<file path="src/rtl/tpg_pkg.sv">
package tpg_pkg;
   localparam logic [3:0] TM_OFF  = 4'h0;
   localparam logic [3:0] TM_MID  = 4'h1;
   localparam logic [3:0] TM_PFS  = 4'h2;
   localparam logic [3:0] TM_NFS  = 4'h3;
   localparam logic [3:0] TM_CHK  = 4'h4;
   localparam logic [3:0] TM_PN9  = 4'h5;
   localparam logic [3:0] TM_PN23 = 4'h6;
   localparam logic [3:0] TM_TOG  = 4'h7;
   localparam logic [3:0] TM_USER = 4'h8;

   typedef enum logic [1:0] {
      FMT_OFFBIN = 2'd0,
      FMT_TWOS   = 2'd1,
      FMT_GRAY   = 2'd2,
      FMT_RSVD   = 2'd3
   } fmt_e;

   typedef enum logic [1:0] {
      POS_P1   = 2'd0,
      POS_P2   = 2'd1,
      POS_ZERO = 2'd2,
      POS_BAD  = 2'd3
   } upos_e;
endpackage

</file>
<file path="src/rtl/tpg_prbs.sv">
module tpg_prbs #(
   parameter int LEN   = 9,
   parameter int TAP   = 5,
   parameter int OUT_W = 8
) (
   input  logic             clk,
   input  logic             rst,
   input  logic             hold,
   output logic [OUT_W-1:0] word
);
   localparam logic [LEN-1:0] SEED = '1;

   if (TAP >= LEN || TAP < 1) begin : g_bad_tap
      $error("tpg_prbs: TAP must lie in 1..LEN-1");
   end
   if (OUT_W > LEN) begin : g_bad_width
      $error("tpg_prbs: OUT_W exceeds register length");
   end

   logic [LEN-1:0] st;
   logic           fb;

   assign fb = st[LEN-1] ^ st[TAP-1];

   always_ff @(posedge clk) begin
      if (rst || hold) st <= SEED;
      else             st <= {st[LEN-2:0], fb};
   end

   assign word = st[OUT_W-1:0];

   assert_pn_nonzero_R5: assert property (@(posedge clk) disable iff (rst)
      st != '0);
   assert_hold_seed_R7: assert property (@(posedge clk) disable iff (rst)
      hold |=> word == '1);
endmodule

</file>
<file path="src/rtl/tpg_user_seq.sv">
module tpg_user_seq
   import tpg_pkg::*;
#(
   parameter int W = 8
) (
   input  logic         clk,
   input  logic         rst,
   input  logic [3:0]   tmode,
   input  logic [1:0]   order,
   input  logic [W-1:0] p1,
   input  logic [W-1:0] p2,
   output logic [W-1:0] pat
);
   logic [3:0] tmode_q;
   logic [1:0] order_q;
   upos_e      pos_q, pos_eff, pos_nxt;
   logic       act, restart;

   assign act     = (tmode == TM_USER);
   assign restart = (tmode != tmode_q) || (order != order_q);
   assign pos_eff = restart ? POS_P1 : pos_q;

   always_comb begin
      pos_nxt = POS_P1;
      unique case (order)
         2'd0: pos_nxt = POS_P1;
         2'd1: pos_nxt = (pos_eff == POS_P1) ? POS_P2 : POS_P1;
         2'd2: pos_nxt = (pos_eff == POS_P1) ? POS_ZERO : POS_P1;
         2'd3: pos_nxt = (pos_eff == POS_P1) ? POS_P2 :
                         (pos_eff == POS_P2) ? POS_ZERO : POS_P1;
         default: pos_nxt = POS_P1;
      endcase
   end

   always_comb begin
      unique case (pos_eff)
         POS_P1:  pat = p1;
         POS_P2:  pat = p2;
         default: pat = '0;
      endcase
   end

   always_ff @(posedge clk) begin
      if (rst) begin
         pos_q   <= POS_P1;
         tmode_q <= TM_OFF;
         order_q <= 2'd0;
      end else begin
         pos_q   <= act ? pos_nxt : POS_P1;
         tmode_q <= tmode;
         order_q <= order;
      end
   end

   assert_pos_legal_R9: assert property (@(posedge clk) disable iff (rst)
      pos_q != POS_BAD);
   assert_idle_pos_R9: assert property (@(posedge clk) disable iff (rst)
      !act |=> pos_q == POS_P1);
   assert_single_order_R9: assert property (@(posedge clk) disable iff (rst)
      (act && order == 2'd0) |=> pos_q == POS_P1);
endmodule

</file>
<file path="src/rtl/tpg_fmt.sv">
module tpg_fmt
   import tpg_pkg::*;
#(
   parameter int W = 8
) (
   input  logic         clk,
   input  logic         rst,
   input  logic [W-1:0] din,
   input  logic [1:0]   fmt,
   input  logic         inv,
   output logic [W-1:0] dout
);
   logic [W-1:0] gray;
   logic [W-1:0] shaped;
   fmt_e         sel;

   assign sel = fmt_e'(fmt);

   assign gray[W-1] = din[W-1];
   for (genvar i = 0; i < W-1; i++) begin : g_gray
      assign gray[i] = din[i+1] ^ din[i];
   end

   always_comb begin
      unique case (sel)
         FMT_TWOS: shaped = {~din[W-1], din[W-2:0]};
         FMT_GRAY: shaped = gray;
         default:  shaped = din;
      endcase
   end

   assign dout = inv ? ~shaped : shaped;

   assert_twos_msb_R10: assert property (@(posedge clk) disable iff (rst)
      (sel == FMT_TWOS && !inv) |-> dout[W-1] != din[W-1]);
   assert_gray_msb_R10: assert property (@(posedge clk) disable iff (rst)
      (sel == FMT_GRAY && !inv) |-> dout[W-1] == din[W-1]);
   assert_inv_lsbs_R11: assert property (@(posedge clk) disable iff (rst)
      (sel == FMT_OFFBIN && inv) |-> (dout ^ din) == '1);
endmodule

</file>
<file path="src/rtl/adc_tpg.sv">
module adc_tpg
   import tpg_pkg::*;
#(
   parameter int DATA_W   = 8,
   parameter int PNA_LEN  = 9,
   parameter int PNA_TAP  = 5,
   parameter int PNB_LEN  = 23,
   parameter int PNB_TAP  = 18
) (
   input  logic              clk,
   input  logic              rst,
   input  logic [DATA_W-1:0] live_in,
   input  logic [3:0]        test_mode,
   input  logic [1:0]        usr_order,
   input  logic              pn9_hold,
   input  logic              pn23_hold,
   input  logic [DATA_W-1:0] pat1,
   input  logic [DATA_W-1:0] pat2,
   input  logic [1:0]        fmt_sel,
   input  logic              out_inv,
   input  logic [DATA_W-1:0] trim,
   output logic [DATA_W-1:0] dout
);
   localparam int SUM_W = DATA_W + 2;
   localparam logic [DATA_W-1:0] MIDSCALE = {1'b1, {(DATA_W-1){1'b0}}};
   localparam logic [DATA_W-1:0] FULL_POS = '1;
   localparam logic [DATA_W-1:0] FULL_NEG = '0;
   localparam logic [SUM_W-1:0]  CODE_MAX = {2'b00, {DATA_W{1'b1}}};

   if (DATA_W < 4) begin : g_bad_w
      $error("adc_tpg: DATA_W must be at least 4");
   end

   function automatic logic [DATA_W-1:0] checker_word(input logic odd);
      logic [DATA_W-1:0] w;
      for (int i = 0; i < DATA_W; i++) w[i] = odd ? (i % 2 == 1) : (i % 2 == 0);
      return w;
   endfunction

   localparam logic [DATA_W-1:0] CHK_A = checker_word(1'b0);
   localparam logic [DATA_W-1:0] CHK_B = checker_word(1'b1);

   // trimmed live sample, clamped to the code range
   logic signed [SUM_W-1:0] sum;
   logic [DATA_W-1:0]       adj;

   assign sum = $signed({2'b00, live_in}) + $signed({{2{trim[DATA_W-1]}}, trim});

   always_comb begin
      if (sum[SUM_W-1])                        adj = '0;
      else if ($unsigned(sum) > CODE_MAX)      adj = '1;
      else                                     adj = sum[DATA_W-1:0];
   end

   // pattern sources
   logic              phase;
   logic [DATA_W-1:0] pna_word, pnb_word, usr_word;

   always_ff @(posedge clk) begin
      if (rst) phase <= 1'b0;
      else     phase <= ~phase;
   end

   tpg_prbs #(.LEN(PNA_LEN), .TAP(PNA_TAP), .OUT_W(DATA_W)) u_pna (
      .clk (clk), .rst (rst), .hold (pn9_hold), .word (pna_word)
   );

   tpg_prbs #(.LEN(PNB_LEN), .TAP(PNB_TAP), .OUT_W(DATA_W)) u_pnb (
      .clk (clk), .rst (rst), .hold (pn23_hold), .word (pnb_word)
   );

   tpg_user_seq #(.W(DATA_W)) u_seq (
      .clk (clk), .rst (rst), .tmode (test_mode), .order (usr_order),
      .p1 (pat1), .p2 (pat2), .pat (usr_word)
   );

   logic [DATA_W-1:0] raw;

   always_comb begin
      unique case (test_mode)
         TM_MID:  raw = MIDSCALE;
         TM_PFS:  raw = FULL_POS;
         TM_NFS:  raw = FULL_NEG;
         TM_CHK:  raw = phase ? CHK_B : CHK_A;
         TM_PN9:  raw = pna_word;
         TM_PN23: raw = pnb_word;
         TM_TOG:  raw = phase ? FULL_NEG : FULL_POS;
         TM_USER: raw = usr_word;
         default: raw = adj;
      endcase
   end

   logic [DATA_W-1:0] shaped;

   tpg_fmt #(.W(DATA_W)) u_fmt (
      .clk (clk), .rst (rst), .din (raw), .fmt (fmt_sel), .inv (out_inv),
      .dout (shaped)
   );

   always_ff @(posedge clk) begin
      if (rst) dout <= '0;
      else     dout <= shaped;
   end

   assert_sat_up_R2: assert property (@(posedge clk) disable iff (rst)
      !trim[DATA_W-1] |-> adj >= live_in);
   assert_sat_dn_R2: assert property (@(posedge clk) disable iff (rst)
      trim[DATA_W-1] |-> adj <= live_in);
   assert_mid_level_R3: assert property (@(posedge clk) disable iff (rst)
      ($past(test_mode) == TM_MID && $past(fmt_sel) == 2'd0 && !$past(out_inv))
         |-> dout == MIDSCALE);
   assert_unused_live_R8: assert property (@(posedge clk) disable iff (rst)
      ($past(test_mode) > TM_USER && $past(fmt_sel) == 2'd0 && !$past(out_inv))
         |-> dout == $past(adj));
   assert_toggle_flip_R4: assert property (@(posedge clk) disable iff (rst)
      ($past(test_mode) == TM_TOG && test_mode == TM_TOG
         && $stable(fmt_sel) && $stable(out_inv)) |=> dout != $past(dout));
endmodule

</file>
<file path="config.mk">
export PLATFORM = sky130hd
export DESIGN_NAME = adc_tpg
export DESIGN_NICKNAME = d
export VERILOG_FILES = /design/src/rtl/tpg_pkg.sv /design/src/rtl/tpg_prbs.sv /design/src/rtl/tpg_user_seq.sv /design/src/rtl/tpg_fmt.sv /design/src/rtl/adc_tpg.sv
export SDC_FILE = /design/constraint.sdc
export NUM_CORES = 1
export LEC_CHECK = 0
export ABC_AREA = 1
export BUFFER_PORTS_ARGS = -buffer_cell sky130_fd_sc_hd__clkbuf_2
export CAP_MARGIN = 20
export CORE_UTILIZATION = 42
export DETAILED_ROUTE_END_ITERATION = 8
export PLACE_DENSITY_LB_ADDON = 0.3
export REMOVE_ABC_BUFFERS = 1
export SYNTH_ARGS = -nofsm -noshare
export SYNTH_HDL_FRONTEND = slang
export SYNTH_SLANG_ARGS = --single-unit
</file>
<file path="constraint.sdc">
create_clock -name clk -period 4.2 [get_ports clk]
set_input_delay 0.84 -clock clk [delete_from_list [all_inputs] [get_ports clk]]
set_output_delay 0.84 -clock clk [all_outputs]
set_load 0.01 [all_outputs]
</file>
### Word level (Yosys, flattened, before mapping)

Index checks and enable logic that the tools add are counted.

* bits in registers: 49
* output and inout bits: 8
* word-level logic and storage cells: 58

* add/sub/neg operators: 1
* order comparisons: 1
* eq/ne operators: 16
* muxes and demuxes: 14
* bitwise operators: 13
* reduce and logical (&&, ||, !) cells: 6

Operators with widths (number)
* 8-bit one-hot mux with 8 select lines: 1
* 8-bit 2-to-1 mux: 5
* 8-bit one-hot mux with 2 select lines: 2
* 4-bit by 3-bit equality test with 1-bit output, second input constant: 4
* 9-bit by 8-bit adder with 10-bit output: 1
* 10-bit by 8-bit > comparator with 1-bit output, second input constant: 1
* 1-bit bitwise XOR: 9
* 4-bit by 2-bit equality test with 1-bit output, second input constant: 2
* 2-bit 2-to-1 mux: 4
* 8-bit inverter: 1
* 2-bit one-hot mux with 4 select lines: 1
* 2-bit by 1-bit equality test with 1-bit output, second input constant: 3
* 2-bit equality test, second input constant: 3
* 4-bit by 1-bit equality test with 1-bit output, second input constant: 1
* 4-bit equality test, second input constant: 1
* 2-bit logical NOT: 2
* 4-bit inequality test: 1
* 1-bit logical OR: 3
* 1-bit inverter: 3
* 2-bit inequality test: 1
* 2-bit OR reduction: 1
* 1-bit 2-to-1 mux: 1

### Depth between registers and ports, before layout

* word-level depth: 10
* gate-level depth with buffers: 19
* mapped depth without buffers: 19

### By module

From an unflattened synthesis, not the netlist that was laid out.

* cells, all modules: 499
* area, all modules: 3243.1 µm²

Modules (own cells, without submodules)
* adc_tpg: times used 1, cells an instance 200, area each 1212.4 µm²
* tpg_prbs at u_pnb: times used 1, cells an instance 82, area each 738.2 µm²
* tpg_user_seq: times used 1, cells an instance 91, area each 560.5 µm²
* tpg_fmt: times used 1, cells an instance 88, area each 399.1 µm²
* tpg_prbs at u_pna: times used 1, cells an instance 38, area each 332.8 µm²

### Worst setup path after synthesis

OpenSTA, ideal clock, no wires.

* path kind: input to register
* start point: input port live_in[0]
* end point: register dout[1]
* library setup time: 0.115 ns
* data arrival time: 2.521 ns
* data required time: 4.085 ns
* slack: 1.564 ns
* stages: 17
* path buffers: 0
* cell sequence: ha_1 inv_1 fa_1 inv_1 nand3_1 nand2_1 nand2_1 nand3_1 nand2_2 o21ai_0 nand2_1 nand2_2 inv_2 nand2_1 nand3_1 a21oi_1 nor2_1

* cells in the longest elaborated chain, start to end: 9

RTL lines
* start, declared: RTL line adc_tpg.sv:12 `input logic [DATA_W-1:0] live_in,`
* 9-bit by 8-bit adder with 10-bit output *: RTL line adc_tpg.sv:47 `assign sum = $signed({2'b00, live_in}) + $signed({{2{trim[DATA_W-1]}}, trim});`
* 10-bit by 8-bit > comparator with 1-bit output: RTL line adc_tpg.sv:51 `else if ($unsigned(sum) > CODE_MAX) adj = '1;`
* 8-bit 2-to-1 mux: RTL line adc_tpg.sv:51
* 8-bit 2-to-1 mux *: RTL line adc_tpg.sv:50 `if (sum[SUM_W-1]) adj = '0;`
* 8-bit one-hot mux with 8 select lines *: RTL line adc_tpg.sv:80 `unique case (test_mode)`
* 1-bit bitwise XOR: RTL line tpg_fmt.sv:21 `assign gray[i] = din[i+1] ^ din[i];`
* 8-bit one-hot mux with 2 select lines *: RTL line tpg_fmt.sv:25 `unique case (sel)`
* 8-bit inverter: RTL line tpg_fmt.sv:32 `assign dout = inv ? ~shaped : shaped;`
* 8-bit 2-to-1 mux *: RTL line tpg_fmt.sv:32
* end signal, assigned: RTL line adc_tpg.sv:102 `else dout <= shaped;`
* end, declared: RTL line adc_tpg.sv:22 `output logic [DATA_W-1:0] dout`

Mark *: on every way between the ends. The rest lies on a longest branch, timed or not.
A chain may end at the register's enable or synchronous reset.

### Worst setup path after layout

* start point: input port live_in[0]
* end point: register dout[7]

* cells in the longest elaborated chain, start to end: 9

RTL lines
* 9-bit by 8-bit adder with 10-bit output *: RTL line adc_tpg.sv:47
* 10-bit by 8-bit > comparator with 1-bit output: RTL line adc_tpg.sv:51
* 8-bit 2-to-1 mux: RTL line adc_tpg.sv:51
* 8-bit 2-to-1 mux *: RTL line adc_tpg.sv:50
* 8-bit one-hot mux with 8 select lines *: RTL line adc_tpg.sv:80
* 1-bit inverter: RTL line tpg_fmt.sv:26 `FMT_TWOS: shaped = {~din[W-1], din[W-2:0]};`
* 8-bit one-hot mux with 2 select lines *: RTL line tpg_fmt.sv:25
* 8-bit inverter: RTL line tpg_fmt.sv:32
* 8-bit 2-to-1 mux *: RTL line tpg_fmt.sv:32

Marks and branches as above.

==> metrics.md <==
| Metric | Value |
|---|---|
| Status | completed |
| M3 GR Usage | 0.0295 |
| Clock tree buffer depth | 2 |
| Grt ovf | 0 |
| Post-Synth Simple-Gate Area | 0.396 |
| Post-Synth Adder-Cell Area | 0.0550 |
| Worst path arrival time | 2.82 ns |
| RSZ-0062 raised after global routing | false |
| Crit path top cell by count | nand2_1 |
| Skew-Pair Late Insertion Delay | 0.30 ns |
| Final setup viols | 0 |
| Yosys reg bits | 49 |
| Worst-Margin Slew | 0.650 ns |
| Core area | 6460 um^2 |
| Sw Pwr | 324 uW |
| M2 GR Usage | 0.330 |
| Worst slew margin | 0.565 |
| Worst-path clk slew | 0.09 ns |
| Post-CTS setup buffer count | 0 |
| Antenna violations before repair | 0 |
| Synth area leader | dfxtp_1 |
| Final Util | 0.511 |
| Total CTS buffers | 5 |
| Cell row count | 29 |
| Initial drt markers | 113 |
| Final Cycle Share | 0.625 |
| Placer Congestion | 0.861 |
| Nets | 562 |
| EDFF count, synth | 0 |
| CTS Hold Bufs | 0 |
| Number of diodes | 0 |
| Crit path time final | 2.62 ns |
| Crit path cell chain | clkbuf_2 > ha_1 > inv_1 > fa_1 > inv_1 > nand3_1 > nand2_1 > nand2_1 > nand3_1 > nand2_2 > o21ai_0 > nand2_1 > nand2_1 > nand2_1 > o21ai_1 > xor2_1 > nor2_1 |
| HPWL after DPL | 4.99 mm |
| Peak VDD IR | 0.134 mV |
| Initial Util | 0.444 |
| Vias per cell | 4.74 |
| Lkg Pwr | 1.95 nW |
| Largest family of logic cells by synthesized area | simple AND/OR/NAND/NOR gates |
| Yosys warning count | 0 |
| Critical-path maximum fanout | 8 |
| Pwr Total | 1.01 mW |
| Port Buffer Count | 52 |
| Fin cells | 582 |
| Met1 usage | 0.220 |
| Clock Skew | 0.00397 ns |
| I/O pin cnt | 53 |
| Cell internal pwr | 691 uW |
| Highest clock rate | 0.381 GHz |
| Post-synth ARST share | 0 |
| Area Growth Syn to Fin | 15.0% |
| Flop2flop setup slack | 2.37 ns |
| Crit-path max cell delay | 0.40 ns |
| DRT Pass-1 Iters | 6 |
| Final wirelength | 6.12 mm |
| Mux cell area share after synthesis | 0 |
| Die area | 7160 um^2 |
| Die height | 84.6 um |
| Post-synthesis sequential area ratio | 0.342 |
| Final hold vios | 0 |
| DP Cell Count | 575 |
| CTS Root Buffer Type | clkbuf_8 |
| Routed len/inst | 10.5 um |
| Max-cap viol count | 0 |
| Post_cts resized | 0 |
| Post-Synth XOR/XNOR Area | 0.0209 |
| Syn Inst Count | 449 |
| Antenna Nets Post-Route | 0 |
| Mean Syn Cell Area | 6.39 um^2 |
| Comb power frac | 0.254 |
| Via count | 2,757 |
| Startpoint Class | input pin |
| Critical path type | input pin to register |
| CTS sink count | 49 |
| Synth unique cells | 34 |
| Hold slack final | 0.412 ns |
| First-pass GRT wire length | 10.8 mm |
| Sequential Power Share | 0.478 |
| GRT busiest layer | met2 |
| Largest net degree at the start of global routing | 16 |
| Top cell type's share of synthesized area | 0.342 |
| Synth Area in Compound Gates | 0.0685 |
| Crit path capture type | register |
| Worst path required time | 4.39 ns |
| Pwr Density | 308 nW/um^2 |
| Share of layout cells above drive strength 1 | 0.180 |
| CP max-delay cell | fa_1 |
| Vias in the first global route | 2,684 |
| Die width | 84.6 um |
| Drt drc | 0 |
| CTS tree | done |
| Dominant cells by area after synthesis | dfxtp_1 34%, nand2_1 20%, inv_1 9.7% |
| Gr usage total | 0.184 |
| Ys flop type | dfxtp_1 |
| WP buf/inv | 3 |
| Fin Setup TNS | 0 ns |
| Hold Path Class | register to register |
| H-tree Lvls | 2 |
| Max-slew violations | 0 |
| Synthesized area | 2870 um^2 |
| Switching Share | 0.319 |
| Clock Power Share | 0.268 |
| Crit-path leading delay family | simple AND/OR/NAND/NOR gates |
-- per-stage QoR --
step	setup WS, ns	instance area [um^2]
global route	1.29	3300
detailed placement	1.24	3210
floorplan	1.56	2850
CTS	1.57	3300
finish	1.58	3300
global placement	1.32	3210
-- layout by cell type (no fill, tap or decap), types with 2 or more instances in the layout --
cell type    n
nand2_1    156
inv_1       74
clkbuf_2    52
dfxtp_1     49
nor2_1      37
nand3_1     31
a21oi_1     12
inv_2       11
nand4_1     11
ha_1        11
o21ai_0      9
nand2_2      8
o22ai_1      7
clkbuf_8     5
nor3_1       3
xnor2_1      3
nor2_2       2
or2_2        2
a31oi_1      2
o21ai_1      2
xor2_1       2
-- worst min-delay path: cells and delay by family, from the launching register on --
family / cells / cell delay (ns)
AND/OR/NAND/NOR: 1 / 0.04
flip-flops: 1 / 0.32
buffers and inverters: 1 / 0.03
-- flip-flops by register name, summed over array words and instances, names as in the netlist --
name	count
u_pnb.st	23
u_pna.st	9
dout	8
u_seq.tmode_q	4
u_seq.order_q	2
u_seq.pos_q	2
phase	1
-- path summary, 6_finish.rpt --
check	start	end	cells after the start
setup reg to reg	u_seq.tmode_q[2]	dout[4]	16
setup / recovery	live_in[0]	dout[7]	17
hold / removal	u_pnb.st[16]	u_pnb.st[17]	2
hold reg to reg	u_pnb.st[16]	u_pnb.st[17]	2
-- logic make-up (layout without fill, tap and decap cells) --
kind of cell	after synthesis	after routing
and+or+nand+nor	258	258
adders and majority gates	12	12
xor gates and xnor gates	6	6
AOI/OAI and AO/OA	35	35
buffers and inverters	89	145
DFF	49	49
-- synth_stat cells (2+ instances only) --
| cell type | instances |
|---|---|
| nor2_2 | 2 |
| or2_2 | 2 |
| xnor2_1 | 3 |
| o21ai_0 | 9 |
| nand4_1 | 11 |
| o21ai_1 | 2 |
| nand2_1 | 156 |
| ha_1 | 11 |
| nand3_1 | 31 |
| a31oi_1 | 2 |
| a21oi_1 | 12 |
| o22ai_1 | 7 |
| inv_2 | 11 |
| nand2_2 | 8 |
| nor2_1 | 37 |
| inv_1 | 74 |
| clkbuf_1 | 3 |
| xor2_1 | 2 |
| dfxtp_1 | 49 |
| nor3_1 | 3 |
-- power groups by stage --
| stage | sequential, mW | combinational, mW | clock [mW] |
|---|---|---|---|
| finish | 0.485 | 0.258 | 0.272 |
| floorplan | 0.500 | 0.178 | 0 |
| detailed placement | 0.496 | 0.257 | 0 |
| CTS | 0.485 | 0.258 | 0.277 |
| global route | 0.486 | 0.297 | 0.294 |
| global placement | 0.495 | 0.253 | 0 |
-- routing by layer --
metal  part of all wire  wire (um)  vias up
met5                  0          0        -
met4              0.018        109        0
met3              0.030        184       10
met2               0.48       2940       56
met1               0.47       2890     1199
li1                   -          -     1492
-- cell type report --
cell class	instances	area [um^2]
fillers	685	3160
multi-input cells	311	1550
flip-flops and latches	49	981
inverters	85	319
repair buffers	53	268
well taps	77	96.3
clock buffers	5	68.8
clock inverters	2	16.3
(Power assumes the default switching activity.)
